$ cat src/rtl/updown_pwm_pkg.sv
package updown_pwm_pkg;

    typedef enum logic {
        DIR_UP   = 1'b0,
        DIR_DOWN = 1'b1
    } cnt_dir_e;

    localparam int unsigned REG_HOLD  = 0;
    localparam int unsigned REG_CTRL  = 1;
    localparam int unsigned BIT_PUMP  = 0;
    localparam int unsigned BIT_VALVE = 1;

endpackage

$ cat src/rtl/pwm_tick_gen.sv
module pwm_tick_gen #(
    parameter int unsigned DIV = 639
) (
    input  logic clk_i,
    input  logic rst_ni,
    output logic tick_o
);
    localparam int unsigned PW = (DIV > 1) ? $clog2(DIV) : 1;
    localparam logic [PW-1:0] LAST = PW'(DIV - 1);

    logic [PW-1:0] div_d, div_q;

    always_comb begin
        tick_o = (div_q == LAST);
        div_d  = tick_o ? '0 : div_q + 1'b1;
    end

    always_ff @(posedge clk_i or negedge rst_ni) begin
        if (!rst_ni) div_q <= '0;
        else         div_q <= div_d;
    end

    generate
        if (DIV > 1) begin : g_spacing
            p_tick_spacing_r2 : assert property (@(posedge clk_i) disable iff (!rst_ni)
                tick_o |=> !tick_o);
        end
    endgenerate
endmodule

$ cat src/rtl/pwm_updown_core.sv
module pwm_updown_core
    import updown_pwm_pkg::*;
#(
    parameter int unsigned CW = 8
) (
    input  logic          clk_i,
    input  logic          rst_ni,
    input  logic          tick_i,
    input  logic [CW-1:0] hold_i,
    output logic          pwm_o
);
    localparam logic [CW-1:0] TOP  = '1;
    localparam logic [CW-1:0] NEAR = TOP - 1'b1;
    localparam logic [CW-1:0] ONE  = CW'(1);

    typedef struct packed {
        logic [CW-1:0] cnt;
        cnt_dir_e      dir;
        logic          pwm;
    } core_st_t;

    core_st_t st_d, st_q;

    always_comb begin
        st_d = st_q;
        if (tick_i) begin
            if (st_q.dir == DIR_UP) begin
                if (st_q.cnt >= NEAR) begin
                    st_d.cnt = hold_i;
                    if (hold_i != '0) begin
                        st_d.pwm = ~st_q.pwm;
                        st_d.dir = DIR_DOWN;
                    end
                end else begin
                    st_d.cnt = st_q.cnt + 1'b1;
                end
            end else begin
                if (st_q.cnt <= ONE) begin
                    st_d.cnt = hold_i;
                    if (hold_i != TOP) begin
                        st_d.pwm = ~st_q.pwm;
                        st_d.dir = DIR_UP;
                    end
                end else begin
                    st_d.cnt = st_q.cnt - 1'b1;
                end
            end
        end
    end

    always_ff @(posedge clk_i or negedge rst_ni) begin
        if (!rst_ni) st_q <= '{cnt: '0, dir: DIR_UP, pwm: 1'b0};
        else         st_q <= st_d;
    end

    assign pwm_o = st_q.pwm;

    // level and count move only on a tick
    p_toggle_on_tick_r2 : assert property (@(posedge clk_i) disable iff (!rst_ni)
        (st_q.pwm != $past(st_q.pwm)) |-> $past(tick_i));
    p_count_idle_r2 : assert property (@(posedge clk_i) disable iff (!rst_ni)
        !tick_i |=> $stable(st_q.cnt));
    // a reload takes the holding value present on that tick
    p_reload_value_r6 : assert property (@(posedge clk_i) disable iff (!rst_ni)
        (tick_i && st_q.dir == DIR_UP && st_q.cnt >= NEAR) |=> (st_q.cnt == $past(hold_i)));
    // zero holding value never leaves the low level
    p_zero_steady_r4 : assert property (@(posedge clk_i) disable iff (!rst_ni)
        (tick_i && hold_i == '0 && st_q.dir == DIR_UP) |=> $stable(st_q.pwm));
    // full-scale holding value never leaves the high level
    p_full_steady_r5 : assert property (@(posedge clk_i) disable iff (!rst_ni)
        (tick_i && hold_i == TOP && st_q.dir == DIR_DOWN) |=> $stable(st_q.pwm));
endmodule

$ cat src/rtl/pwm_regs.sv
module pwm_regs
    import updown_pwm_pkg::*;
#(
    parameter int unsigned DW = 8,
    parameter int unsigned AW = 2
) (
    input  logic          clk_i,
    input  logic          rst_ni,
    input  logic          wr_en_i,
    input  logic [AW-1:0] wr_addr_i,
    input  logic [DW-1:0] wr_data_i,
    input  logic [AW-1:0] rd_addr_i,
    output logic [DW-1:0] rd_data_o,
    output logic [DW-1:0] hold_o,
    output logic          pump_en_o,
    output logic          valve_en_o
);
    localparam logic [AW-1:0] A_HOLD = AW'(REG_HOLD);
    localparam logic [AW-1:0] A_CTRL = AW'(REG_CTRL);

    typedef struct packed {
        logic [DW-1:0] hold;
        logic [DW-1:0] ctrl;
    } regs_t;

    regs_t rg_d, rg_q;

    always_comb begin
        rg_d = rg_q;
        if (wr_en_i) begin
            if (wr_addr_i == A_HOLD) rg_d.hold = wr_data_i;
            if (wr_addr_i == A_CTRL) rg_d.ctrl = wr_data_i;
        end
        unique case (rd_addr_i)
            A_HOLD:  rd_data_o = rg_q.hold;
            A_CTRL:  rd_data_o = rg_q.ctrl;
            default: rd_data_o = '0;
        endcase
    end

    always_ff @(posedge clk_i or negedge rst_ni) begin
        if (!rst_ni) rg_q <= '0;
        else         rg_q <= rg_d;
    end

    assign hold_o     = rg_q.hold;
    assign pump_en_o  = rg_q.ctrl[BIT_PUMP];
    assign valve_en_o = rg_q.ctrl[BIT_VALVE];

    p_hold_write_r9 : assert property (@(posedge clk_i) disable iff (!rst_ni)
        (wr_en_i && wr_addr_i == A_HOLD) |=> (hold_o == $past(wr_data_i)));
    p_stray_write_r9 : assert property (@(posedge clk_i) disable iff (!rst_ni)
        (wr_en_i && wr_addr_i != A_HOLD && wr_addr_i != A_CTRL) |=> ($stable(hold_o) && $stable(pump_en_o) && $stable(valve_en_o)));
endmodule

$ cat src/rtl/updown_reload_pwm.sv
module updown_reload_pwm #(
    parameter int unsigned DATA_W   = 8,
    parameter int unsigned ADDR_W   = 2,
    parameter int unsigned TICK_DIV = 639
) (
    input  logic              clk_i,
    input  logic              rst_ni,
    input  logic              wr_en_i,
    input  logic [ADDR_W-1:0] wr_addr_i,
    input  logic [DATA_W-1:0] wr_data_i,
    input  logic [ADDR_W-1:0] rd_addr_i,
    output logic [DATA_W-1:0] rd_data_o,
    output logic              pump_pwm_o,
    output logic              valve_pwm_o
);
    logic              tick;
    logic              pwm;
    logic              pump_en;
    logic              valve_en;
    logic [DATA_W-1:0] hold;

    pwm_tick_gen #(.DIV(TICK_DIV)) u_tick (
        .clk_i  (clk_i),
        .rst_ni (rst_ni),
        .tick_o (tick)
    );

    pwm_regs #(.DW(DATA_W), .AW(ADDR_W)) u_regs (
        .clk_i      (clk_i),
        .rst_ni     (rst_ni),
        .wr_en_i    (wr_en_i),
        .wr_addr_i  (wr_addr_i),
        .wr_data_i  (wr_data_i),
        .rd_addr_i  (rd_addr_i),
        .rd_data_o  (rd_data_o),
        .hold_o     (hold),
        .pump_en_o  (pump_en),
        .valve_en_o (valve_en)
    );

    pwm_updown_core #(.CW(DATA_W)) u_core (
        .clk_i  (clk_i),
        .rst_ni (rst_ni),
        .tick_i (tick),
        .hold_i (hold),
        .pwm_o  (pwm)
    );

    always_comb begin
        pump_pwm_o  = pwm & pump_en  & ~valve_en;
        valve_pwm_o = pwm & valve_en & ~pump_en;
    end

    p_outputs_exclusive_r8 : assert property (@(posedge clk_i) disable iff (!rst_ni)
        !(pump_pwm_o && valve_pwm_o));
    p_disabled_quiet_r7 : assert property (@(posedge clk_i) disable iff (!rst_ni)
        !pwm |-> (!pump_pwm_o && !valve_pwm_o));
endmodule

$ cat config.mk
export PLATFORM = sky130hd
export DESIGN_NAME = updown_reload_pwm
export DESIGN_NICKNAME = d
export VERILOG_FILES = /design/src/rtl/updown_pwm_pkg.sv /design/src/rtl/pwm_tick_gen.sv /design/src/rtl/pwm_updown_core.sv /design/src/rtl/pwm_regs.sv /design/src/rtl/updown_reload_pwm.sv
export SDC_FILE = /design/constraint.sdc
export NUM_CORES = 1
export LEC_CHECK = 0
export BUFFER_PORTS_ARGS = -buffer_cell sky130_fd_sc_hd__buf_2
export CORE_ASPECT_RATIO = 0.7
export CORE_MARGIN = 4
export CORE_UTILIZATION = 40
export DETAILED_ROUTE_END_ITERATION = 7
export PLACE_DENSITY = 0.63
export SETUP_SLACK_MARGIN = 0.05
export SYNTH_ARGS = -nofsm -noshare
export SYNTH_HDL_FRONTEND = slang
export SYNTH_HIERARCHICAL = 1
export SYNTH_SLANG_ARGS = --single-unit
export TNS_END_PERCENT = 5
$ cat constraint.sdc
create_clock -name clk_i -period 2.5 [get_ports clk_i]
set_clock_uncertainty 0.15 [all_clocks]
set_input_delay 0.5 -clock clk_i [delete_from_list [all_inputs] [get_ports clk_i]]
set_output_delay 0.5 -clock clk_i [all_outputs]
set_load 0.005 [all_outputs]
Word level (Yosys, flattened, before mapping)
Cells that the tools add are included.
Widths: inputs -> output; s select.

word-level totals
  register bits after elaboration = 36
  latch bits = 0
  bits in writable memories = 0
  bits in read-only memories = 0
  input port bits = 15
  output and inout port bits = 10
  word-level logic and storage cells = 41
  memories kept = 0

operators by class
  $add $sub $neg = 3
  multipliers = 0
  divide/modulo/power cells = 0
  magnitude comparators = 2
  equality and inequality tests = 6
  shifts and indexed selects = 0
  multiplexer cells = 9
  bitwise operators = 7
  reduce and logical (&&, ||, !) cells = 8

operator list
  kind                   number
  $mux 10                2
  $mux 8                 2
  $pmux 8 s2             1
  $add 10x1->10 const B  1
  $eq 10x10->1 const B   1
  $add 8x1->8 const B    1
  $ge 8x8->1 const B     1
  $le 8x1->1 const B     1
  $mux 2                 4
  $ne 8x8->1 const B     1
  $reduce_bool 8->1      1
  $sub 8x1->8 const B    1
  $reduce_and 5->1       1
  $and 1x1->1            4
  $eq 2x1->1 const B     2
  $logic_not 2->1        2
  $ne 2x2->1 const B     2
  $reduce_and 2->1       2
  $reduce_bool 2->1      2
  $not 1->1              3

Longest topological paths before layout
Gate-level depths: netlist (run 1).

  depth after elaboration = 4
  mapped depth = 12
  gate-level depth less buffers = 10

Hierarchy
The synthesis (run 1) kept the hierarchy.

by module, submodules not included
  module             instances  cells an instance  area each (um^2)  sequential area each (um^2)
  pwm_updown_core    1          121                1047.3            250.2
  pwm_regs           1          60                 789.5             400.4
  pwm_tick_gen       1          46                 499.2             250.2
  updown_reload_pwm  1          2                  17.5              0.0

Least setup slack after synthesis (run 1)
OpenSTA, ideal clock, no wires.

  path kind = register to register
  start = register u_tick.div_q[0]
  end = register u_core/st_q[6] in the netlist's numbering
  library setup time = 0.128 ns
  arrival time = 1.849 ns
  required time = 2.222 ns
  slack = 0.373 ns
  stages on the path, launching flop included = 13
  buffers on the path = 2
  period minus slack after synthesis = 2.127 ns
  cell sequence = dfrtp_1 > inv_1 > ha_1 > nand3b_1 > nor3b_2 > and2_1 > buf_4 > buf_4 > inv_1 > o21ai_0 > o31ai_1 > a31oi_1 > nand3_1

between the ends
  word-level cells in the longest chain between the ends = 1

ends and longest elaborated chain
  item                    line                     source
  from (decl)             pwm_tick_gen.sv:11       logic [PW-1:0] div_d, div_q;
  from (signal assigned)  pwm_tick_gen.sv:20       else div_q <= div_d;
  $eq 10x10->1            pwm_tick_gen.sv:14       tick_o = (div_q == LAST);
  net tick                updown_reload_pwm.sv:16  logic tick;
  to (signal assigned)    pwm_updown_core.sv:52    if (!rst_ni) st_q <= '{cnt: '0, dir: DIR_UP, pwm: 1'b0};
  to (signal assigned)    pwm_updown_core.sv:53    else st_q <= st_d;
  to (decl)               pwm_updown_core.sv:22    core_st_t st_d, st_q;

The timed path passes the listed nets, and every way through them passes these cells.
A chain may end at the register's enable or synchronous reset.

Worst setup path in the final report (run 1)
  start = register u_core/st_q[2] in the netlist's numbering
  end = register u_core/st_q[4] in the netlist's numbering

between the ends
  word-level cells in the longest chain between the ends = 3
  elaborated cells on any way between the ends = 7
  classes of those cells = add/sub: 2; order compare: 2; mux: 3

ends and longest elaborated chain
  item                                 line                                          source
  $add 8x1->8 (tied with other cells)  pwm_updown_core.sv:35                         st_d.cnt = st_q.cnt + 1'b1;
  $mux 8, on equally long branches     pwm_updown_core.sv:28, pwm_updown_core.sv:38
  $mux 10 *                            pwm_updown_core.sv:27                         if (st_q.dir == DIR_UP) begin

Every way passes the cells marked *; elsewhere a longest branch is shown, timed or not.

==> results of run 1 <==
## kinds of logic after synthesis
family / count (synthesis)
AO/OA/AOI/OAI: 44
XOR/XNOR: 8
AND/OR/NAND/NOR: 80
buffers and inverters: 27
adder cells (fa/ha/maj): 6
flip-flops: 36
multiplexers: 28
## final cells by class
type | count | area [um2]
clock buffer | 7 | 86.33
fill | 553 | 3181
tap | 75 | 93.84
timing repair buffer | 29 | 157.7
multi-input combinational | 166 | 1270
sequential | 36 | 900.9
inverter | 8 | 30.03
clock inverter | 1 | 7.507
## routing by layer
metal	wire, um	global-route usage	part of all wire
met4	72	0.04697	0.014
met5	0	0	0
met2	1983	0.2158	0.38
met3	411	0.04323	0.079
met1	2727	0.2406	0.52
## cell usage in the layout (no fill, tap or decap), types with 2 or more instances in the layout
| cell | synthesis | final |
|---|---|---|
| nand2_1 | 10 | 10 |
| o21ai_0 | 4 | 4 |
| xnor2_1 | 6 | 6 |
| nor2_1 | 23 | 23 |
| nor3b_1 | 3 | 3 |
| nor4_1 | 2 | 2 |
| a21oi_1 | 10 | 10 |
| nor3_1 | 6 | 6 |
| xor2_1 | 2 | 2 |
| buf_2 | 2 | 24 |
| and3b_1 | 2 | 2 |
| a221o_1 | 2 | 2 |
| a31oi_1 | 3 | 3 |
| dfrtp_1 | 36 | 36 |
| mux2i_1 | 10 | 10 |
| clkbuf_8 | 2 | 6 |
| o31ai_1 | 2 | 2 |
| ha_1 | 6 | 6 |
| o21bai_1 | 2 | 2 |
| mux2_2 | 17 | 17 |
| inv_1 | 8 | 8 |
| buf_4 | 10 | 5 |
| nand4_1 | 6 | 6 |
| a21o_1 | 3 | 3 |
| o21ai_1 | 2 | 2 |
| o221ai_1 | 2 | 2 |
| nand3_1 | 9 | 9 |
## power breakdown
part	leakage (nW)	internal [mW]	total, mW	switching, mW
logic	0.613	0.0844	0.150	0.0652
registers	0.454	0.631	0.693	0.0620
clock network	0.0445	0.224	0.438	0.214
total	1.11	0.939	1.28	0.341
## worst min-delay path by stage
stage,cells after the start,endpoint
floorplan,0,u_core/pwm_o$_DFFE_PN0P_
detailed placement,1,u_tick/div_q[9]$_DFF_PN0_
global placement,1,u_tick/div_q[0]$_DFF_PN0_
CTS,1,u_core/st_q[8]$_DFFE_PN0P_
global route,1,u_core/st_q[8]$_DFFE_PN0P_
finish,1,u_core/st_q[9]$_DFFE_PN0P_
## flip-flops by register name, summed over array words and instances (netlist names)
register,cells
u_core/st_q,9
u_regs/rg_q,6
u_regs/hold_o,8
u_regs/pump_en_o,1
u_core/pwm_o,1
u_regs/valve_en_o,1
u_tick/div_q,10
## through the flow
| stage | hold slack [ns] | total power [mW] | std cells | area, um2 | setup WS (ns) |
|---|---|---|---|---|---|
| after floorplan | 0.05441 | 0.8120 | 229 | 2354 | 0.3730 |
| after detailed placement | 0.3242 | 0.8561 | 314 | 2451 | 0.2406 |
| after CTS | 0.1814 | 1.303 | 322 | 2545 | 0.2182 |
| after global placement | 0.3124 | 0.8498 | 314 | 2451 | 0.1898 |
| final | 0.1486 | 1.281 | 322 | 2546 | 0.2021 |
| after global routing | 0.2261 | 1.363 | 322 | 2546 | 0.04685 |
## what timing repair did
item                                    in CTS  in global routing
resized for setup                            0                  1
hold buffers                                 0                  0
endpoints found under the setup margin       0                  4
==> out/qor.csv, run 1 <==
stage,metric,value,unit
setup_path,slowest_stage,dfrtp_1,
detailed_routing,totalWireLength,5195,um
sta,worstMarginPinSlew,0.8157,ns
floorplanning,core,5727,um2
setup_path,crit_start,u_core/st_q[2]$_DFFE_PN0P_,
grt,track_usage,0.1579,
logic_synthesis,synthMuxAreaShare,0.1334,
setup_path,crit_family,compound AO/OA/AOI/OAI gates,
sta,max_freq,435.2,MHz
setup_path,crit_required,2.53,ns
power,pwr_density_cell,503.0,nW/um2
power,vdd_drop_max,292.8,uV
logic_synthesis,ys_top_cells_by_count,"36 x dfrtp_1, 23 x nor2_1, 17 x mux2_2",
grt,grt_remaining_overflow,0,
logic_synthesis,syn_inst,229,
sta,setup_viol,0,
grt,grt_pass1_vias,1764,
outcome,status,completed,
logic_synthesis,synth-simple-area-share,0.1988,
logic_synthesis,synth_area,2354,um2
floorplanning,dieWidth,99.68,um
logic_synthesis,synth_cell_types,63,
setup_path,crit_end,u_core/st_q[4]$_DFFE_PN0P_,
setup_path,critPathMaxStageDelay,0.49,ns
sta,max_slew_margin,0.4562,
grt,antenna_found_initial,0,
sta,fin_setup_tns,0,ns
detailed_routing,wl_per_cell,16.13,um
logic_synthesis,synth_seq_cells,36,
detailed_routing,drt_iter0_drc,102,
clock_network,htreeDepth,2,
detailed_routing,vias,1773,
setup_path,worstSetupPathType,register to register,
sta,post-route-min-period,2.298,ns
sta,rsz0062_at_grt,true,
setup_path,cp.arrival,2.32,ns
setup_path,path_buf_inv,1,
floorplanning,dieHeight,72.18,um
grt,grt_pass1_wl,8907,um
clock_network,clk_pin_slew,0.07,ns
logic_synthesis,yosys.area_share.xor_xnor,0.02977,
clock_network,cts_buffer_depth,2,
logic_synthesis,synth_area_per_cell,10.28,um2
clock_network,cts_sinks,36,
placed_design,gp_congestion,0.8701,
logic_synthesis,yosys_warnings,6,
layout,postLayoutCoreUtil,0.4446,
worst_hold_path,hold_path_class,input port to async pin,
setup_path,worstPathMaxFanout,9,
logic_synthesis,ys_async_sr_fraction,1.000,
setup_path,cp.depth,6,
clock_network,cts_made_buffers,5,
detailed_routing,ant_nets,0,
clock_network,clk_latency,0.29,ns
setup_path,path_cells,"inv_1, ha_1, o2111ai_4, or2_1, a21oi_1, a221o_1",
floorplanning,start_util,0.4110,
sta,post-route-period-util,0.9191,
logic_synthesis,synth_compound_area_frac,0.1451,
layout,antenna_cells,0,
logic_synthesis,synth_adder_area_share,0.03190,
floorplanning,io-pin-count,25,
logic_synthesis,synth_fp_nets,250,
sta,slew_violations,0,
layout,area_growth,8.187,%
detailed_routing,via_per_inst,5.506,
placed_design,hpwl,3822,um
logic_synthesis,synth_edf_count,0,
clock_network,cts_setup_buffers,0,
layout,layout-drive-gt1-share,0.2753,
placed_design,port_buffers,24,
logic_synthesis,synth_top_family_by_area,simple AND/OR/NAND/NOR gates,
logic_synthesis,synth_most_common_cell,dfrtp_1,
power,cellLeakagePower,1.112,nW
setup_path,rr_worst_depth,6,
flow_run,cap_violations,0,
setup_path,ff2ff_setup_slack,0.20,ns
clock_network,cts_tree,yes,
setup_path,r2r-start,u_core/st_q[2]$_DFFE_PN0P_,
logic_synthesis,synth_top_area_cell,dfrtp_1,
setup_path,reg2reg_to,u_core/st_q[4]$_DFFE_PN0P_,
setup_path,crit_path_end_kind,register,
logic_synthesis,ys_seq_area_frac,0.3828,
logic_synthesis,ys_top_cells_by_area,"dfrtp_1 38%, mux2_2 8.1%, mux2i_1 4.3%, nor2_1 3.7%, buf_4 3.2%",
clock_network,clock_tree.root_cell,clkbuf_8,
floorplanning,rows,23,
logic_synthesis,synth_top_area_frac,0.3828,
detailed_routing,drc_errors,0,
logic_synthesis,synth_ff_type,dfrtp_1,
detailed_routing,drt_pre_antenna_iters,4,
sta,finalHoldViolations,0,
setup_path,cp-start-kind,register,
floorplanning,fp.dieArea,7194,um2
layout,fin_nets,267,
grt,grt_max_degree,37,
Note: power is estimated with default switching activity, not from simulation.
==> run 2: changes to the inputs <==
- GPL_TIMING_DRIVEN: not set -> 0
- HOLD_SLACK_MARGIN: not set -> 0.15
==> out/qor.csv, run 2 (same netlist as run 1, synthesis figures left out) <==
stage,metric,value,unit
power,pwr_density_cell,500.0,nW/um2
setup_path,r2r-start,u_tick/div_q[0]$_DFF_PN0_,
layout,fin_nets,291,
placed_design,dp.cells,326,
placed_design,hpwl,3757,um
clock_network,cts_hold_buf,0,
floorplanning,start_util,0.4110,
power,p_sw_frac,0.2597,
placed_design,placed_area,2557,um2
grt,track_usage,0.1569,
floorplanning,io-pin-count,25,
layout,postLayoutCoreUtil,0.4909,
detailed_routing,wl_per_cell,15.78,um
detailed_routing,vias,1879,
setup_path,crit_path_end_kind,register,
grt,grt_remaining_overflow,0,
clock_network,cts_sinks,36,
grt,grt_pass1_wl,8880,um
clock_network,clk_latency,0.29,ns
setup_path,rr_worst_depth,12,
power,p_sw,0.3650,mW
floorplanning,core,5727,um2
setup_path,crit_family,simple AND/OR/NAND/NOR gates,
grt,antenna_found_initial,0,
placed_design,port_buffers,22,
layout,largest_register_ffs,10,
power,p_int,1.041,mW
sta,max_slew_margin,0.4530,
layout,area_growth,19.46,%
sta,post-route-period-util,0.9426,
setup_path,crit_start,u_tick/div_q[0]$_DFF_PN0_,
layout,antenna_cells,0,
layout,top_register,u_tick/div_q,
setup_path,cp.arrival,2.43,ns
clock_network,cts_made_buffers,5,
setup_path,cp-start-kind,register,
setup_path,worstPathMaxFanout,5,
layout,mostFrequentLayoutCells,"36 x dfrtp_1, 24 x buf_2, 22 x nor2_1",
floorplanning,rows,23,
setup_path,path_buf_inv,6,
detailed_routing,drt_pre_antenna_iters,4,
floorplanning,dieHeight,72.18,um
layout,finalInstanceArea,2811,um2
sta,finalHoldViolations,0,
setup_path,reg2reg_to,u_core/st_q[7]$_DFFE_PN0P_,
power,clock_power_share,0.375,
setup_path,slowest_stage,dfrtp_1,
outcome,status,completed,
setup_path,crit_top_cell,buf_6,
flow_run,cap_violations,0,
setup_path,crit_end,u_core/st_q[7]$_DFFE_PN0P_,
sta,slew_violations,0,
detailed_routing,ant_nets,0,
sta,hold_ws,0.1398,ns
setup_path,cp.depth,12,
power,vdd_drop_max,295.3,uV
clock_network,cts_buffer_depth,2,
power,finalPower,1.406,mW
layout,fillCellCount,535,
sta,rsz0062_at_grt,false,
power,cellLeakagePower,1.243,nW
floorplanning,dieWidth,99.68,um
detailed_routing,totalWireLength,5459,um
placed_design,gp_congestion,0.8787,
detailed_routing,via_per_inst,5.431,
clock_network,htreeDepth,2,
clock_network,clk_pin_slew,0.09,ns
setup_path,critPathMaxStageDelay,0.41,ns
clock_network,clock_tree.root_cell,clkbuf_8,
power,pwr-share-seq,0.473,
detailed_routing,drt_iter0_drc,136,
layout,final_cells,346,
sta,max_freq,424.3,MHz
worst_hold_path,hold_path_class,input port to async pin,
layout,layout-drive-gt1-share,0.3542,
sta,setup_viol,0,
clock_network,cts_tree,yes,
detailed_routing,drc_errors,0,
floorplanning,fp.dieArea,7194,um2
grt,grt_pass1_vias,1695,
sta,worstMarginPinSlew,0.8205,ns
setup_path,path_cells,"inv_1, ha_2, nand3b_1, nor3b_4, and2_1, buf_6, buf_8, clkinvlp_4, buf_6, nor2_4, buf_6, a221o_1",
grt,grt_max_degree,37,
setup_path,ff2ff_setup_slack,0.14,ns
sta,post-route-min-period,2.357,ns
power,p_comb_frac,0.152,
setup_path,worstSetupPathType,register to register,
layout,mostFrequentLayoutCell,dfrtp_1,
setup_path,crit_required,2.58,ns
run 2: cell types whose count changed in the layout (fill, tap and decap cells not counted), sizes merged:
cell | previous run | this run
inv | 8 | 7
clkinv | 0 | 1
buf | 29 | 50
clkinvlp | 1 | 2
clkbuf | 7 | 8
bufinv | 0 | 1
run 2: layout make-up:
class	count	area (um2)	area share
Clock buffer	5	68.82	0.02448
Multi-Input combinational cell	166	1297	0.4615
Inverter	8	33.78	0.01202
Tap cell	75	93.84	0.03338
Timing Repair Buffer	34	207.7	0.07388
Sequential cell	36	900.9	0.3204
Clock inverter	3	42.54	0.01513
Buffer	19	166.4	0.05919
run 2: power by group through the flow:
stage	combinational [mW]	clock [mW]	sequential, mW
after floorplan	0.146	0	0.666
after global placement	0.210	0	0.675
after detailed placement	0.212	0	0.677
after CTS	0.212	0.540	0.666
after global routing	0.236	0.565	0.674
final	0.213	0.527	0.665
run 2: how the worst min path moves through the flow:
stage | start | depth (start not counted) | end
floorplan | rst_ni | 0 | u_core/pwm_o$_DFFE_PN0P_
global placement | u_tick/div_q[9]$_DFF_PN0_ | 1 | u_tick/div_q[9]$_DFF_PN0_
detailed placement | u_tick/div_q[9]$_DFF_PN0_ | 1 | u_tick/div_q[9]$_DFF_PN0_
CTS | rst_ni | 1 | u_core/st_q[4]$_DFFE_PN0P_
global route | rst_ni | 1 | u_core/st_q[4]$_DFFE_PN0P_
finish | rst_ni | 1 | u_core/st_q[4]$_DFFE_PN0P_
run 2: per-layer routing:
metal	track usage	vias up	share of wire
li1	-	920	-
met1	0.2571	890	0.53
met2	0.1951	67	0.40
met3	0.04323	2	0.069
met4	0.03939	0	0.0038
met5	0	-	0
run 2: what timing repair did:
item	in CTS	in global routing
setup endpoints to repair	8	5
resized for setup	4	10
setup buffers	0	12
pin swaps	1	4
run 2: through the flow:
stage	worst slack, ns	setup TNS (ns)
2_1_floorplan	0.3730	0
3_3_place_gp	-0.1747	-0.5133
3_5_place_dp	-0.2010	-0.7043
4_1_cts	0.02430	0
5_1_grt	0.007776	0
6_report	0.1434	0
==> run 3: changes to the inputs <==
- clock period: 2.5 -> 2.3 ns (I/O delays scaled with it)
==> out/qor.csv, run 3 (same netlist as run 1, synthesis figures left out) <==
stage,metric,value,unit
setup_path,path_buf_inv,5,
layout,postLayoutCoreUtil,0.4901,
sta,max_freq,438.2,MHz
grt,grt_remaining_overflow,0,
placed_design,placed_area,2557,um2
layout,area_growth,19.25,%
floorplanning,fp.dieArea,7194,um2
setup_path,rr_worst_depth,10,
detailed_routing,totalWireLength,5440,um
clock_network,cts_buffer_depth,2,
sta,setup_viol,0,
outcome,status,completed,
layout,seq_area,902.1,um2
detailed_routing,drc_errors,0,
setup_path,cp.arrival,2.30,ns
setup_path,slowest_stage,dfrtp_1,
layout,mostFrequentLayoutCells,"35 x dfrtp_1, 24 x buf_2, 22 x nor2_1",
detailed_routing,via_per_inst,5.425,
floorplanning,rows,23,
floorplanning,io-pin-count,25,
flow_run,cap_violations,0,
floorplanning,core,5727,um2
sta,finalHoldViolations,0,
floorplanning,dieHeight,72.18,um
grt,grt_max_degree,37,
placed_design,port_buffers,22,
grt,antenna_found_initial,0,
layout,fin_nets,291,
detailed_routing,wl_per_cell,15.72,um
placed_design,gp_congestion,0.8787,
setup_path,worstPathMaxFanout,6,
layout,fillCellCount,534,
worst_hold_path,min-delay-start,wr_data_i[0],
floorplanning,start_util,0.4110,
clock_network,clk_latency,0.30,ns
layout,antenna_cells,0,
layout,layout-drive-gt1-share,0.3542,
sta,worstMarginPinSlew,0.8079,ns
clock_network,cts_tree,yes,
clock_network,cts_sinks,36,
sta,max_slew_margin,0.4614,
worst_hold_path,hold_path_class,input port to register,
setup_path,crit_required,2.32,ns
sta,rsz0062_at_grt,true,
clock_network,htreeDepth,2,
layout,largest_register_ffs,10,
setup_path,cp-start-kind,register,
setup_path,worstSetupPathType,register to register,
power,vdd_drop_max,317.8,uV
layout,multi_input_area,1290,um2
detailed_routing,drt_iter0_drc,157,
power,pwr_density_cell,544.4,nW/um2
clock_network,clk_pin_slew,0.08,ns
layout,top_register,u_tick/div_q,
clock_network,clock_tree.root_cell,clkbuf_8,
power,cellLeakagePower,1.244,nW
floorplanning,dieWidth,99.68,um
layout,mostFrequentLayoutCell,dfrtp_1,
sta,slew_violations,0,
setup_path,crit_family,buffers and inverters,
setup_path,ff2ff_setup_slack,0.02,ns
setup_path,path_cells,"inv_1, ha_2, nand3b_1, nor3b_4, and2_1, buf_6, buf_8, clkinvlp_4, buf_6, a221o_1",
setup_path,crit_path_end_kind,register,
detailed_routing,vias,1877,
sta,post-route-period-util,0.9923,
setup_path,reg2reg_to,u_core/st_q[7]$_DFFE_PN0P_,
worst_hold_path,hold_end,u_regs/hold_o[0]$_DFFE_PN0P_,
setup_path,critPathMaxStageDelay,0.38,ns
grt,grt_pass1_vias,1701,
layout,finalInstanceArea,2806,um2
sta,post-route-min-period,2.282,ns
clock_network,cts_made_buffers,5,
worst_hold_path,hold_depth,2,
grt,track_usage,0.1583,
setup_path,r2r-start,u_tick/div_q[0]$_DFF_PN0_,
sta,hold_ws,0.2635,ns
setup_path,crit_top_cell,buf_6,
grt,grt_pass1_wl,8935,um
detailed_routing,drt_pre_antenna_iters,5,
detailed_routing,ant_nets,0,
placed_design,hpwl,3757,um
==> run 3: routing by layer <==
| layer | global-route usage | vias up | part of all wire |
|---|---|---|---|
| met3 | 0.03458 | 4 | 0.078 |
| met4 | 0.03939 | 0 | 0.0053 |
| met5 | 0 | - | 0 |
| li1 | - | 919 | - |
| met1 | 0.2613 | 892 | 0.53 |
| met2 | 0.2018 | 62 | 0.39 |
==> run 3: area by class of cell <==
cell class              count  area share
multi-input cells         166      0.4597
flip-flops and latches     36      0.3214
repair buffers             35     0.07624
plain buffers              18     0.05751
well taps                  75     0.03344
clock buffers               5     0.02452
clock inverters             3     0.01516
inverters                   8     0.01204
==> run 3: per-stage QoR <==
step / TNS (ns) / std cells / worst slack [ns] / power, mW
after floorplan: 0 / 229 / 0.1730 / 0.8826
after global placement: -1.983 / 326 / -0.3747 / 0.9609
after detailed placement: -2.256 / 326 / -0.4010 / 0.9657
after CTS: 0 / 341 / 0.05089 / 1.542
after global routing: -0.3519 / 346 / -0.07395 / 1.601
final: 0 / 346 / 0.01775 / 1.528
==> run 3: timing repair <==
action,4_1_cts,5_1_grt
endpoints found under the setup margin,9,9
gates resized for setup,7,6
hold buffers,1,0
endpoints found under the hold margin,36,0
pin swaps,1,4
buffers inserted,7,5
==> run 3: worst max-delay path by stage <==
stage	end	slack (ns)	from	cells past startpoint
floorplan	u_core/st_q[6]$_DFFE_PN0P_	0.17	u_tick/div_q[0]$_DFF_PN0_	12
global placement	u_core/st_q[9]$_DFFE_PN0P_	-0.37	u_tick/div_q[0]$_DFF_PN0_	11
detailed placement	u_core/st_q[9]$_DFFE_PN0P_	-0.40	u_tick/div_q[0]$_DFF_PN0_	11
CTS	u_core/st_q[4]$_DFFE_PN0P_	0.05	u_tick/div_q[0]$_DFF_PN0_	10
global route	u_core/st_q[4]$_DFFE_PN0P_	-0.07	u_tick/div_q[0]$_DFF_PN0_	10
finish	u_core/st_q[7]$_DFFE_PN0P_	0.02	u_tick/div_q[0]$_DFF_PN0_	10
==> run 3: power by group <==
part	internal, mW	switching, mW	leakage (nW)	total (mW)
clock network	0.321	0.252	0.0541	0.573
registers	0.686	0.0376	0.453	0.724
logic	0.125	0.106	0.737	0.231
total	1.13	0.396	1.24	1.53
